[src/rtl/regwin_pkg.sv]
package regwin_pkg;
  typedef enum logic [1:0] {
    ROUTE_MEM  = 2'd0,
    ROUTE_CFG  = 2'd1,
    ROUTE_XLAT = 2'd2
  } route_e;

  typedef enum logic [1:0] {
    SEL_SPAN      = 2'd0,
    SEL_CFG_BASE  = 2'd1,
    SEL_XLAT_BASE = 2'd2,
    SEL_NONE      = 2'd3
  } csr_sel_e;
endpackage

[src/rtl/regwin_ctrl_regs.sv]
module regwin_ctrl_regs #(
  parameter int              ADDR_W    = 64,
  parameter int              WIN_OFF_W = 12,
  parameter logic [ADDR_W-1:0] SPAN_RST = 64'h0000_0000_0100_0000,
  parameter logic [ADDR_W-1:0] CFG_RST  = 64'h0,
  parameter logic [ADDR_W-1:0] XLAT_RST = 64'h1000
) (
  input  logic              clk,
  input  logic              rst,
  input  logic              wr_en,
  input  logic [1:0]        wr_sel,
  input  logic [ADDR_W-1:0] wr_data,
  output logic [ADDR_W-1:0] span_mask,
  output logic [ADDR_W-1:0] cfg_base,
  output logic [ADDR_W-1:0] xlat_base
);
  import regwin_pkg::*;

  localparam int TAG_W = ADDR_W - WIN_OFF_W;
  localparam logic [ADDR_W-1:0] ALL_ONES = {ADDR_W{1'b1}};

  logic [ADDR_W-1:0] span_q;
  logic [ADDR_W-1:0] aligned_data;

  // Bases are kept window-aligned; the low offset bits are not stored.
  assign aligned_data = {wr_data[ADDR_W-1:WIN_OFF_W], {WIN_OFF_W{1'b0}}};

  always_ff @(posedge clk) begin
    if (rst) begin
      span_q    <= SPAN_RST;
      cfg_base  <= {CFG_RST[ADDR_W-1:WIN_OFF_W], {WIN_OFF_W{1'b0}}};
      xlat_base <= {XLAT_RST[ADDR_W-1:WIN_OFF_W], {WIN_OFF_W{1'b0}}};
    end else if (wr_en) begin
      case (csr_sel_e'(wr_sel))
        SEL_SPAN:      span_q    <= wr_data;
        SEL_CFG_BASE:  cfg_base  <= aligned_data;
        SEL_XLAT_BASE: xlat_base <= aligned_data;
        default:       ;
      endcase
    end
  end

  // An all-ones span means no folding at all.
  always_comb begin
    if (span_q == ALL_ONES) span_mask = ALL_ONES;
    else                    span_mask = span_q - {{(ADDR_W-1){1'b0}}, 1'b1};
  end

  logic unused_tag;
  assign unused_tag = ^{TAG_W{1'b0}};
endmodule

[src/rtl/regwin_window_match.sv]
module regwin_window_match #(
  parameter int ADDR_W    = 64,
  parameter int WIN_OFF_W = 12
) (
  input  logic [ADDR_W-1:0] addr,
  input  logic [ADDR_W-1:0] span_mask,
  input  logic [ADDR_W-1:0] base,
  output logic              hit
);
  localparam int TAG_W = ADDR_W - WIN_OFF_W;
  localparam logic [ADDR_W-1:0] TAG_KEEP = {{TAG_W{1'b1}}, {WIN_OFF_W{1'b0}}};

  logic [ADDR_W-1:0] folded_addr;
  logic [ADDR_W-1:0] folded_base;

  assign folded_addr = addr & span_mask & TAG_KEEP;
  assign folded_base = base & span_mask & TAG_KEEP;
  assign hit         = (folded_addr == folded_base);
endmodule

[src/rtl/regwin_route_stage.sv]
module regwin_route_stage #(
  parameter int ADDR_W    = 64,
  parameter int WIN_OFF_W = 12,
  parameter int NWIN      = 2
) (
  input  logic              clk,
  input  logic              rst,
  input  logic              in_valid,
  input  logic [ADDR_W-1:0] in_addr,
  input  logic [NWIN-1:0]   in_hit,
  output logic              out_valid,
  output logic [1:0]        out_route,
  output logic [ADDR_W-1:0] out_offset
);
  import regwin_pkg::*;

  route_e            nxt_route;
  logic [ADDR_W-1:0] nxt_off;
  logic              found;

  // Lowest index wins; window i maps to route code i+1.
  always_comb begin
    nxt_route = ROUTE_MEM;
    nxt_off   = in_addr;
    found     = 1'b0;
    for (int i = 0; i < NWIN; i++) begin
      if (in_hit[i] && !found) begin
        found     = 1'b1;
        nxt_route = route_e'(2'(i + 1));
        nxt_off   = {{(ADDR_W-WIN_OFF_W){1'b0}}, in_addr[WIN_OFF_W-1:0]};
      end
    end
  end

  always_ff @(posedge clk) begin
    if (rst) begin
      out_valid  <= 1'b0;
      out_route  <= ROUTE_MEM;
      out_offset <= '0;
    end else begin
      out_valid <= in_valid;
      if (in_valid) begin
        out_route  <= nxt_route;
        out_offset <= nxt_off;
      end
    end
  end
endmodule

[src/rtl/regwin_alias_decoder.sv]
module regwin_alias_decoder #(
  parameter int ADDR_W    = 64,
  parameter int WIN_OFF_W = 12,
  parameter logic [ADDR_W-1:0] SPAN_RST = 64'h0000_0000_0100_0000,
  parameter logic [ADDR_W-1:0] CFG_RST  = 64'h0,
  parameter logic [ADDR_W-1:0] XLAT_RST = 64'h1000
) (
  input  logic              clk,
  input  logic              rst,
  input  logic              cfg_wr_en,
  input  logic [1:0]        cfg_wr_sel,
  input  logic [ADDR_W-1:0] cfg_wr_data,
  input  logic              req_valid,
  input  logic [ADDR_W-1:0] req_addr,
  output logic              rsp_valid,
  output logic [1:0]        rsp_route,
  output logic [ADDR_W-1:0] rsp_offset
);
  localparam int NWIN = 2;

  logic [ADDR_W-1:0] span_mask;
  logic [ADDR_W-1:0] win_base [NWIN];
  logic [NWIN-1:0]   win_hit;

  regwin_ctrl_regs #(
    .ADDR_W(ADDR_W), .WIN_OFF_W(WIN_OFF_W),
    .SPAN_RST(SPAN_RST), .CFG_RST(CFG_RST), .XLAT_RST(XLAT_RST)
  ) u_regs (
    .clk(clk), .rst(rst),
    .wr_en(cfg_wr_en), .wr_sel(cfg_wr_sel), .wr_data(cfg_wr_data),
    .span_mask(span_mask), .cfg_base(win_base[0]), .xlat_base(win_base[1])
  );

  for (genvar w = 0; w < NWIN; w++) begin : g_win
    regwin_window_match #(.ADDR_W(ADDR_W), .WIN_OFF_W(WIN_OFF_W)) u_match (
      .addr(req_addr), .span_mask(span_mask), .base(win_base[w]), .hit(win_hit[w])
    );
  end

  regwin_route_stage #(.ADDR_W(ADDR_W), .WIN_OFF_W(WIN_OFF_W), .NWIN(NWIN)) u_route (
    .clk(clk), .rst(rst),
    .in_valid(req_valid), .in_addr(req_addr), .in_hit(win_hit),
    .out_valid(rsp_valid), .out_route(rsp_route), .out_offset(rsp_offset)
  );
endmodule

[config.mk]
export PLATFORM = sky130hd
export DESIGN_NAME = regwin_alias_decoder
export DESIGN_NICKNAME = d
export VERILOG_FILES = /design/src/rtl/regwin_pkg.sv /design/src/rtl/regwin_ctrl_regs.sv /design/src/rtl/regwin_window_match.sv /design/src/rtl/regwin_route_stage.sv /design/src/rtl/regwin_alias_decoder.sv
export SDC_FILE = /design/constraint.sdc
export NUM_CORES = 1
export LEC_CHECK = 0
export ABC_AREA = 1
export BUFFER_PORTS_ARGS = -buffer_cell sky130_fd_sc_hd__buf_4
export CORE_MARGIN = 8
export CORE_UTILIZATION = 33
export DETAILED_ROUTE_END_ITERATION = 8
export PLACE_DENSITY = 0.53
export RECOVER_POWER = 50
export REMOVE_ABC_BUFFERS = 1
export SYNTH_ARGS = -nofsm -noshare
export SYNTH_HDL_FRONTEND = slang
export SYNTH_HIERARCHICAL = 1
export SYNTH_SLANG_ARGS = --single-unit
[constraint.sdc]
create_clock -name clk -period 2.65 [get_ports clk]
set_input_delay 0.6625 -clock clk [delete_from_list [all_inputs] [get_ports clk]]
set_output_delay 0.6625 -clock clk [all_outputs]
set_load 0.01 [all_outputs]
==> results of run 1 <==
==> through the flow <==
stage	total power [W]	utilization, %	TNS, ns	setup WS, ns	hold WS (ns)
CTS	0.0102	46.1	-9.18	-0.227	0.307
global placement	0.00598	40.6	-38.07	-0.721	0.451
detailed placement	0.00600	40.6	-39.00	-0.762	0.455
floorplan	0.00497	-	-127.36	-0.975	0.439
finish	0.0102	46.7	-12.03	-0.262	0.340
global route	0.0107	46.7	-19.34	-0.385	0.349
==> layer usage <==
layer | up-vias | routed length [um] | track usage [%] | part of all wire [%]
met2 | 318 | 22700 | 35.1 | 46
met5 | - | 0 | 0 | 0
met1 | 6313 | 23200 | 28.6 | 47
met4 | 0 | 1020 | 4.63 | 2.1
li1 | 7146 | - | - | -
met3 | 64 | 2500 | 2.47 | 5.1
==> worst paths after layout <==
check / slack, ns / end
worst max-delay path: -0.26 / u_route/out_offset[58]$_SDFFE_PP0P_
worst min-delay path: 0.34 / u_regs/xlat_base[12]$_SDFFE_PP1P_
worst max register to register: -0.26 / u_route/out_offset[58]$_SDFFE_PP0P_
worst min register to register: 0.46 / u_route/out_offset[8]$_SDFFE_PP0P_
==> what timing repair did <==
action | in CTS | in global routing
resized for setup | 220 | 87
gates cloned | 6 | 2
endpoints found under the setup margin | 54 | 54
pin swaps | 77 | 42
buffers inserted | 34 | 7
==> power groups by stage <==
| stage | Clock (W) | Sequential (W) | Combinational [W] |
|---|---|---|---|
| after global placement | 0 | 0.00392 | 0.00206 |
| after detailed placement | 0 | 0.00393 | 0.00207 |
| after global routing | 0.00407 | 0.00390 | 0.00273 |
| after floorplan | 0 | 0.00393 | 0.00104 |
| final | 0.00382 | 0.00388 | 0.00249 |
| after CTS | 0.00395 | 0.00387 | 0.00241 |
==> sequential cells by signal (all words and copies together) (netlist names) <==
name,flops
u_regs/xlat_base,52
u_regs/cfg_base,52
u_route/out_route,2
u_route/out_valid,1
u_route/out_offset,64
u_regs/span_q,64
==> layout make-up <==
cell class                      count  area [um2]
Tap cell                          518         648
Clock inverter                      4        20.0
Sequential cell                   235        4740
Fill cell                        4055       20500
Timing Repair Buffer              360        3010
Multi-Input combinational cell   1544        7620
Clock buffer                       46         880
Inverter                          278        1040
==> layout by cell type, fill, tap and decap left out <==
cell type / n
nand2_1: 625
buf_4: 324
inv_1: 271
nor2_1: 263
dfxtp_1: 209
a21oi_1: 146
o21ai_0: 115
nand3_1: 111
nor2_2: 76
nor2_4: 67
nand2_2: 48
clkbuf_16: 31
dfxtp_2: 23
xor2_1: 20
nand3b_1: 14
a21oi_2: 13
buf_12: 13
buf_6: 11
o21ai_1: 10
nand2_4: 10
clkbuf_1: 9
clkbuf_8: 9
nand3_2: 6
xor2_2: 6
inv_2: 5
clkinv_2: 4
buf_16: 4
nor2_8: 4
clkbuf_2: 4
dfxtp_4: 3
o21a_1: 2
or2_0: 2
clkinv_1: 2
clkbuf_4: 1
nand2_8: 1
nand4_1: 1
and2_1: 1
xnor2_1: 1
ha_4: 1
nor3_1: 1
==> critical path, stage by stage, from the launching register on <==
cell       delay (ns)
dfxtp_2          0.36
nor2_2           0.16
nand2_2          0.10
nor2_2           0.16
nand2_2          0.11
nor2_4           0.13
buf_6            0.11
nand2_1          0.05
nand2_1          0.06
nand2_1          0.07
buf_4            0.13
nand3_2          0.05
nand2_2          0.07
nor2_4           0.13
nand2_1          0.06
nor2_1           0.10
buf_4            0.15
nand2_4          0.05
nor2_4           0.13
buf_12           0.18
clkbuf_16        0.18
nor2_1           0.06
nand2_1          0.06
a21oi_1          0.05
==> metrics.cfg, run 1 <==
[logic_synthesis]
yosysWarnings = 6
postSynthAreaPerCell_um2 = 6.02
synth.cell_area_um2 = 12800
synth_cells = 2131

[detailed_routing]
routed_wl_mm = 49.4
drtIter0Drc = 842
first_pass_iters = 7
wl_per_cell_um = 16.5
antenna_left = 0
vias_per_cell = 4.64
vias = 13800
drc = 0

[clock_network]
path_clk_slew_ns = 0.06
clk_path_buf_depth = 3
cts_tree = done
clock_latency_ns = 0.56
hold_buffers = 0
cts_made_buffers = 29
root_buffer = clkbuf_16
numClockSinks = 235
htree_num_levels = 1

[place]
placed_area_um2 = 15600
port_buffers = 200
dp_cells = 2889
hpwl_mm = 33.5
place_congestion = 0.912

[cells_and_area]
synthToLayoutAreaGrowth_pct = 40.1
final_area_um2 = 18000
antenna_cells = 0
finalNetCount = 2583
drive_above_1_share_pct = 26.9
instances_no_fill = 2985

[critical_path]
cp-start-kind = flop
critPathLaunch = u_regs/span_q[22]$_SDFFE_PP0P_
critical_path_required_ns = 3.05
path_max_fanout = 6
worst-setup-path-type = flop to flop
cp.arrival_ns = 3.31
r2r_start = u_regs/span_q[22]$_SDFFE_PP0P_
r2r_cells = 23
endpoint_kind = flop

[floorplan]
fp.dieH_um = 213
rows = 72
die_area_um2 = 45400
fp.dieW_um = 213
start_util_pct = 33.3
ios = 201
core_area_um2 = 38500

[timing]
layout_setup_ws_ns = -0.262
finalCritPeriodShare_pct = 110
finalSetupViolCount = 54
rsz0062_at_grt = yes
finalHoldViolCount = 0
slew_violations = 0
max-slew-margin-rel_pct = 0.831
fin_crit_ns = 2.91
worstMarginPinSlew_ns = 1.49
clock_skew_ns = 0.0229
max_freq_ghz = 0.343

[power]
power_frac_seq_pct = 38.0
power_density_nw_per_um2 = 567
p_int_w = 0.00700
switching_share_pct = 31.3
p_comb_share_pct = 24.4
ir_worst_vdd_mv = 0.461
switchingPower_w = 0.00319
pwr-share-clk_pct = 37.5
leakagePower_nw = 8.46

[global_route]
grt_max_degree = 119
grt_util_all_layers_pct = 21.0
grt_pass1_vias = 13100
overflow = 0
antenna_found_initial = 0
grt_pass1_wl_mm = 74.7

[flow_run]
drv_cap = 1

[worst_hold_path]
hold_class = input port to flop
min_from = cfg_wr_data[12]
holdPathStages = 3

[outcome]
outcome = finished with violations
failed_checks = capacitance limit, setup timing

No activity file was read; power rests on OpenSTA's default activity.
==> run 2, diff against run 1 <==
==> constraint.sdc (replaced) <==
create_clock -name clk -period 2.65 [get_ports clk]
set_input_delay 0.3975 -clock clk [delete_from_list [all_inputs] [get_ports clk]]
set_output_delay 0.3975 -clock clk [all_outputs]
set_load 0.01 [all_outputs]
==> run 2 against run 1 <==
Against the previous run:
- the flow finishes with violations (capacitance limit, slew limit, setup timing)
- final cell count increased by 0.17%
- die area unchanged
- critical endpoint is now u_route/out_offset[38]$_SDFFE_PP0P_
- non-clock buffer count increased by 7
- maximum frequency rose by 0.92%
- clock skew fell by 0.0027 ns
==> metrics.cfg, run 2 (synthesized netlist as in run 1, its figures left out) <==
[detailed_routing]
vias = 13900
vias_per_cell = 4.66
first_pass_iters = 5
antenna_left = 0
wl_per_cell_um = 16.5
drtIter0Drc = 789
routed_wl_mm = 49.3
drc = 0

[cells_and_area]
mostFrequentLayoutCells = 587 x nand2_1, 309 x buf_4, 271 x inv_1
top_regs = u_regs/span_q (64), u_route/out_offset (64)
drive_above_1_share_pct = 29.7
finalNetCount = 2590
final_common_cell = nand2_1
register_area_um2 = 4740
synthToLayoutAreaGrowth_pct = 43.5
fillers = 4000
antenna_cells = 0
final_area_um2 = 18400
multiInputGateArea_um2 = 7980

[timing]
max-slew-margin-rel_pct = -25.9
slew_violations = 114
finalHoldViolCount = 0
hold_ws_ns = 0.0709
finalCritPeriodShare_pct = 109
max_freq_ghz = 0.347
finalSetupViolCount = 54
layout_setup_ws_ns = -0.235
clock_skew_ns = 0.0202
fin_crit_ns = 2.89
worstMarginPinSlew_ns = 1.89
fin_setup_tns_ns = -9.30
rsz0062_at_grt = yes

[floorplan]
start_util_pct = 33.3
rows = 72
fp.dieW_um = 213
die_area_um2 = 45400
core_area_um2 = 38500
ios = 201
fp.dieH_um = 213

[power]
p_int_w = 0.00698
switching_share_pct = 31.6
switchingPower_w = 0.00322
power_frac_seq_pct = 37.9
power_density_nw_per_um2 = 554
p_comb_share_pct = 25.3
power_w = 0.0102
ir_worst_vdd_mv = 0.477
leakagePower_nw = 8.52
pwr-share-clk_pct = 36.8

[critical_path]
r2r_cells = 22
critical_path_required_ns = 3.13
worst-setup-path-type = flop to flop
path_max_fanout = 6
r2r_slack_ns = -0.24
cp.arrival_ns = 3.37
cp-start-kind = flop
endpoint_kind = flop

[clock_network]
cts_tree = done
path_clk_slew_ns = 0.06
root_buffer = clkbuf_16
clk_path_buf_depth = 3
htree_num_levels = 1
cts_made_buffers = 29
clock_latency_ns = 0.57
hold_buffers = 0
numClockSinks = 235

[place]
hpwl_mm = 33.7
placed_area_um2 = 15600
port_buffers = 200
place_congestion = 0.904

[outcome]
failed_checks = capacitance limit, slew limit, setup timing
outcome = finished with violations

[global_route]
antenna_found_initial = 1
grt_max_degree = 119
grt_pass1_wl_mm = 75.2
grt_pass1_vias = 13300
grt_util_all_layers_pct = 21.2
overflow = 0

[worst_hold_path]
holdPathStages = 3
hold_class = input port to flop

[flow_run]
drv_cap = 3

==> run 2: path summary, 6_finish.rpt <==
check	startpoint	end
worst max-delay path	u_regs/span_q[1]$_SDFFE_PP0P_	u_route/out_offset[38]$_SDFFE_PP0P_
worst max register to register	u_regs/span_q[1]$_SDFFE_PP0P_	u_route/out_offset[38]$_SDFFE_PP0P_
worst min-delay path	cfg_wr_data[12]	u_regs/xlat_base[12]$_SDFFE_PP1P_
worst min register to register	u_route/out_offset[14]$_SDFFE_PP0P_	u_route/out_offset[14]$_SDFFE_PP0P_
==> run 2: cell type report <==
| cell class | count | area share, % |
|---|---|---|
| flip-flops and latches | 235 | 25.7 |
| clock buffers | 47 | 4.69 |
| clock inverters | 1 | 0.0476 |
| repair buffers | 367 | 17.0 |
| inverters | 278 | 5.67 |
| multi-input cells | 1544 | 43.4 |
| well taps | 518 | 3.52 |
==> run 2: what timing repair did <==
item                       in CTS  in global routing
gates resized for setup       237                179
cloned                          9                  0
pin swaps                     100                107
setup endpoints to repair      54                 54
setup buffers                  42                  8
==> run 2: through the flow <==
stage               utilization [%]  worst slack (ns)  instances
floorplan                         -            -0.975       2054
global placement               40.6            -0.701       2888
detailed placement             40.6            -0.765       2888
CTS                            46.5            -0.252       2985
global route                   47.9            -0.367       2990
finish                         47.9            -0.235       2990
==> run 2: worst max-delay path, cell delays in order, from the launching register on <==
cell	delay, ns
dfxtp_2	0.33
inv_2	0.07
ha_4	0.17
nand2_2	0.09
nor2_4	0.19
inv_2	0.08
nor2_4	0.18
buf_6	0.12
buf_4	0.13
xor2_4	0.16
nand3_2	0.08
nand2_2	0.07
nor2_2	0.05
nand2_2	0.10
nor2_4	0.05
nand2_2	0.07
nor2_4	0.04
buf_12	0.13
buf_12	0.12
nor2_4	0.19
clkbuf_16	0.21
nand2_2	0.04
a21oi_1	0.12
==> run 2: metal layers <==
layer	track usage, %	vias to the layer above	share of wire [%]
met3	3.24	64	5.4
met1	27.9	6407	45
met5	0	-	0
met2	35.6	292	47
li1	-	7168	-
met4	5.89	0	2.4
==> run 2: power by group through the flow <==
stage               registers [W]  clock network [W]  logic (W)
finish                    0.00387            0.00375    0.00258
detailed placement        0.00393                  0    0.00207
global route              0.00389            0.00401    0.00283
floorplan                 0.00393                  0    0.00104
global placement          0.00392                  0    0.00206
CTS                       0.00386            0.00385    0.00247
==> run 3, diff against run 2 <==
--- a/config.mk
+++ b/config.mk
@@ -15,5 +15,4 @@
 export REMOVE_ABC_BUFFERS = 1
 export SYNTH_ARGS = -nofsm -noshare
 export SYNTH_HDL_FRONTEND = slang
-export SYNTH_HIERARCHICAL = 1
 export SYNTH_SLANG_ARGS = --single-unit
==> run 3 against run 2 <==
Against the previous run:
- the flow still finishes with violations (capacitance limit, slew limit, setup timing)
- die area is 6.5% lower
- clock skew down 0.0076 ns
- highest routed layer unchanged
- largest power group is now clock
- largest cell class unchanged
- total power down 0.48%
- cell area shrank 9.6%
- register-to-register slack better by 0.04 ns
==> metrics.cfg, run 3 <==
[floorplan]
fp.dieW_um = 206
rows = 69
ios = 201
fp.dieH_um = 206
core_area_um2 = 35600
die_area_um2 = 42500
start_util_pct = 33.5

[critical_path]
endpoint_kind = flop
cp.arrival_ns = 3.24
cp.depth = 22
r2r_slack_ns = -0.20
r2r_cells = 22
path_max_fanout = 4
worst-setup-path-type = flop to flop
cp-start-kind = flop
critical_path_required_ns = 3.05
critical-path-top-delay-family = simple AND/OR/NAND/NOR gates
crit_top_cell = nand2_1
path_buf_inv = 4
cpPeakStageDelay_ns = 0.33
critPathSlowestCell = dfxtp_2
cp_cell_sequence = nor2_4, nand2_2, nor2_4, nand2_4, nor2_4, buf_6, nand3_4, nand2_2, nand2_2, nand2_1, nand2_1, nor2_2, nand2_1, nor2_1, buf_4, nand3_4, nor2_8, buf_6, clkbuf_16, nor2_1, nand2_1, a21oi_1

[timing]
layout_setup_ws_ns = -0.196
max_freq_ghz = 0.351
slew_violations = 111
finalSetupViolCount = 54
fin_crit_ns = 2.85
clock_skew_ns = 0.0126
rsz0062_at_grt = yes
worstMarginPinSlew_ns = 1.90
finalHoldViolCount = 0
max-slew-margin-rel_pct = -26.7
finalCritPeriodShare_pct = 107

[clock_network]
numClockSinks = 235
cts_made_buffers = 28
clk_path_buf_depth = 3
root_buffer = clkbuf_16
clock_latency_ns = 0.55
hold_buffers = 0
path_clk_slew_ns = 0.06
htree_num_levels = 1
cts_tree = done

[logic_synthesis]
postSynthAreaPerCell_um2 = 6.29
synth.cell_area_um2 = 11900
ys_seq_elements = 235
synth_top_area_share_pct = 39.5
yosysMostFrequentCell = nor2_1
yosysWarnings = 0
synthTopCellsByArea = dfxtp_1 39%, nor2_1 15%, nand2_1 15%, o21ai_0 7.7%, nand3_1 5.2%
synthArstFlopShare_pct = 0
synth_cells = 1897
synth_area_leader_cell = dfxtp_1
synth_common_cells = 479 x nor2_1, 463 x nand2_1, 235 x dfxtp_1
synth_edf_count = 0
ys_seq_area_share_pct = 39.5
synth.distinct_cells = 25
synth-main-ff-cell = dfxtp_1

[detailed_routing]
drc = 0
antenna_left = 0
first_pass_iters = 5
routed_wl_mm = 44.6
vias_per_cell = 4.77
wl_per_cell_um = 16.7
vias = 12700
drtIter0Drc = 695

[cells_and_area]
antenna_cells = 0
final_common_cell = nor2_1
mostFrequentLayoutCells = 409 x nor2_1, 371 x nand2_1, 296 x buf_4
synthToLayoutAreaGrowth_pct = 39.5
drive_above_1_share_pct = 27.1
top_regs = u_regs.span_q (64), u_route.out_offset (64)
finalNetCount = 2321

[place]
port_buffers = 200
preCtsSetupSlack_ns = -0.536
hpwl_mm = 31.5
place_congestion = 0.895

[outcome]
outcome = finished with violations
failed_checks = capacitance limit, slew limit, setup timing

[global_route]
grt_max_degree = 67
grt_util_all_layers_pct = 19.9
grt_pass1_vias = 12300
grt_pass1_wl_mm = 67.6
antenna_found_initial = 0
overflow = 0

[power]
power_w = 0.0102
p_int_w = 0.00715
switchingPower_w = 0.00301
p_comb_share_pct = 22.3
leakagePower_nw = 7.95
power_density_nw_per_um2 = 611
pwr-share-clk_pct = 39.5
power_frac_seq_pct = 38.2
ir_worst_vdd_mv = 0.424
switching_share_pct = 29.7

[worst_hold_path]
holdPathStages = 3
hold_class = input port to flop

[flow_run]
drv_cap = 3

## run 3: cells by family after synthesis
| family | count (synthesis) | synth area share [%] |
|---|---|---|
| flops | 235 | 39.5 |
| simple gates | 1107 | 37.6 |
| buf+inv | 217 | 7.33 |
| xor+xnor | 46 | 3.38 |
| compound gates | 292 | 12.3 |
## run 3: worst paths after layout
check,end,startpoint
hold reg to reg,u_route.out_offset[24]$_SDFFE_PP0P_,u_route.out_offset[24]$_SDFFE_PP0P_
setup reg to reg,u_route.out_offset[14]$_SDFFE_PP0P_,u_regs.span_q[1]$_SDFFE_PP0P_
setup / recovery,u_route.out_offset[14]$_SDFFE_PP0P_,u_regs.span_q[1]$_SDFFE_PP0P_
hold / removal,u_route.out_offset[8]$_SDFFE_PP0P_,req_addr[8]
## run 3: power by group through the flow
stage	registers, W	logic (W)	clock network [W]
after floorplan	0.00395	0.000966	0
after global placement	0.00393	0.00193	0
after global routing	0.00390	0.00250	0.00425
after detailed placement	0.00394	0.00193	0
after CTS	0.00388	0.00217	0.00411
final	0.00388	0.00226	0.00401
## run 3: layout make-up
type / instances / area [um2]
clock buffers: 44 / 852
clock inverters: 5 / 100
fillers: 3819 / 18900
inverters: 140 / 528
multi-input cells: 1448 / 7140
flip-flops and latches: 235 / 4730
well taps: 461 / 577
repair buffers: 334 / 2710
## run 3: what timing repair did
action | CTS | global route
gates resized for setup | 164 | 107
gates cloned | 4 | 3
setup buffers | 20 | 2
setup endpoints to repair | 54 | 54
pin swaps | 56 | 58
## run 3: routing by layer
metal,vias up,track usage (%),part of all wire [%]
li1,6573,-,-
met1,5835,27.4,47
met2,253,32.2,45
met3,53,3.15,5.1
met4,0,4.51,2.1
met5,-,0,0
## run 3: metrics by stage
step	cells	hold WS (ns)	setup TNS [ns]	utilization, %	area, um2
CTS	2664	0.0522	-6.76	45.9	16300
floorplan	1820	0.447	-33.90	-	11600
detailed placement	2591	0.456	-27.68	41.0	14600
global route	2667	0.0716	-18.78	46.8	16600
global placement	2591	0.454	-29.37	41.0	14600
finish	2667	0.0761	-7.64	46.8	16600
## run 3: worst register-to-register path: stages (launching register included)
cell,delay [ns]
dfxtp_2,0.33
nor2_4,0.15
nand2_2,0.09
nor2_4,0.18
nand2_4,0.11
nor2_4,0.21
buf_6,0.15
nand3_4,0.08
nand2_2,0.07
nand2_2,0.06
nand2_1,0.06
nand2_1,0.05
nor2_2,0.09
nand2_1,0.08
nor2_1,0.11
buf_4,0.16
nand3_4,0.10
nor2_8,0.17
buf_6,0.15
clkbuf_16,0.17
nor2_1,0.05
nand2_1,0.05
a21oi_1,0.05
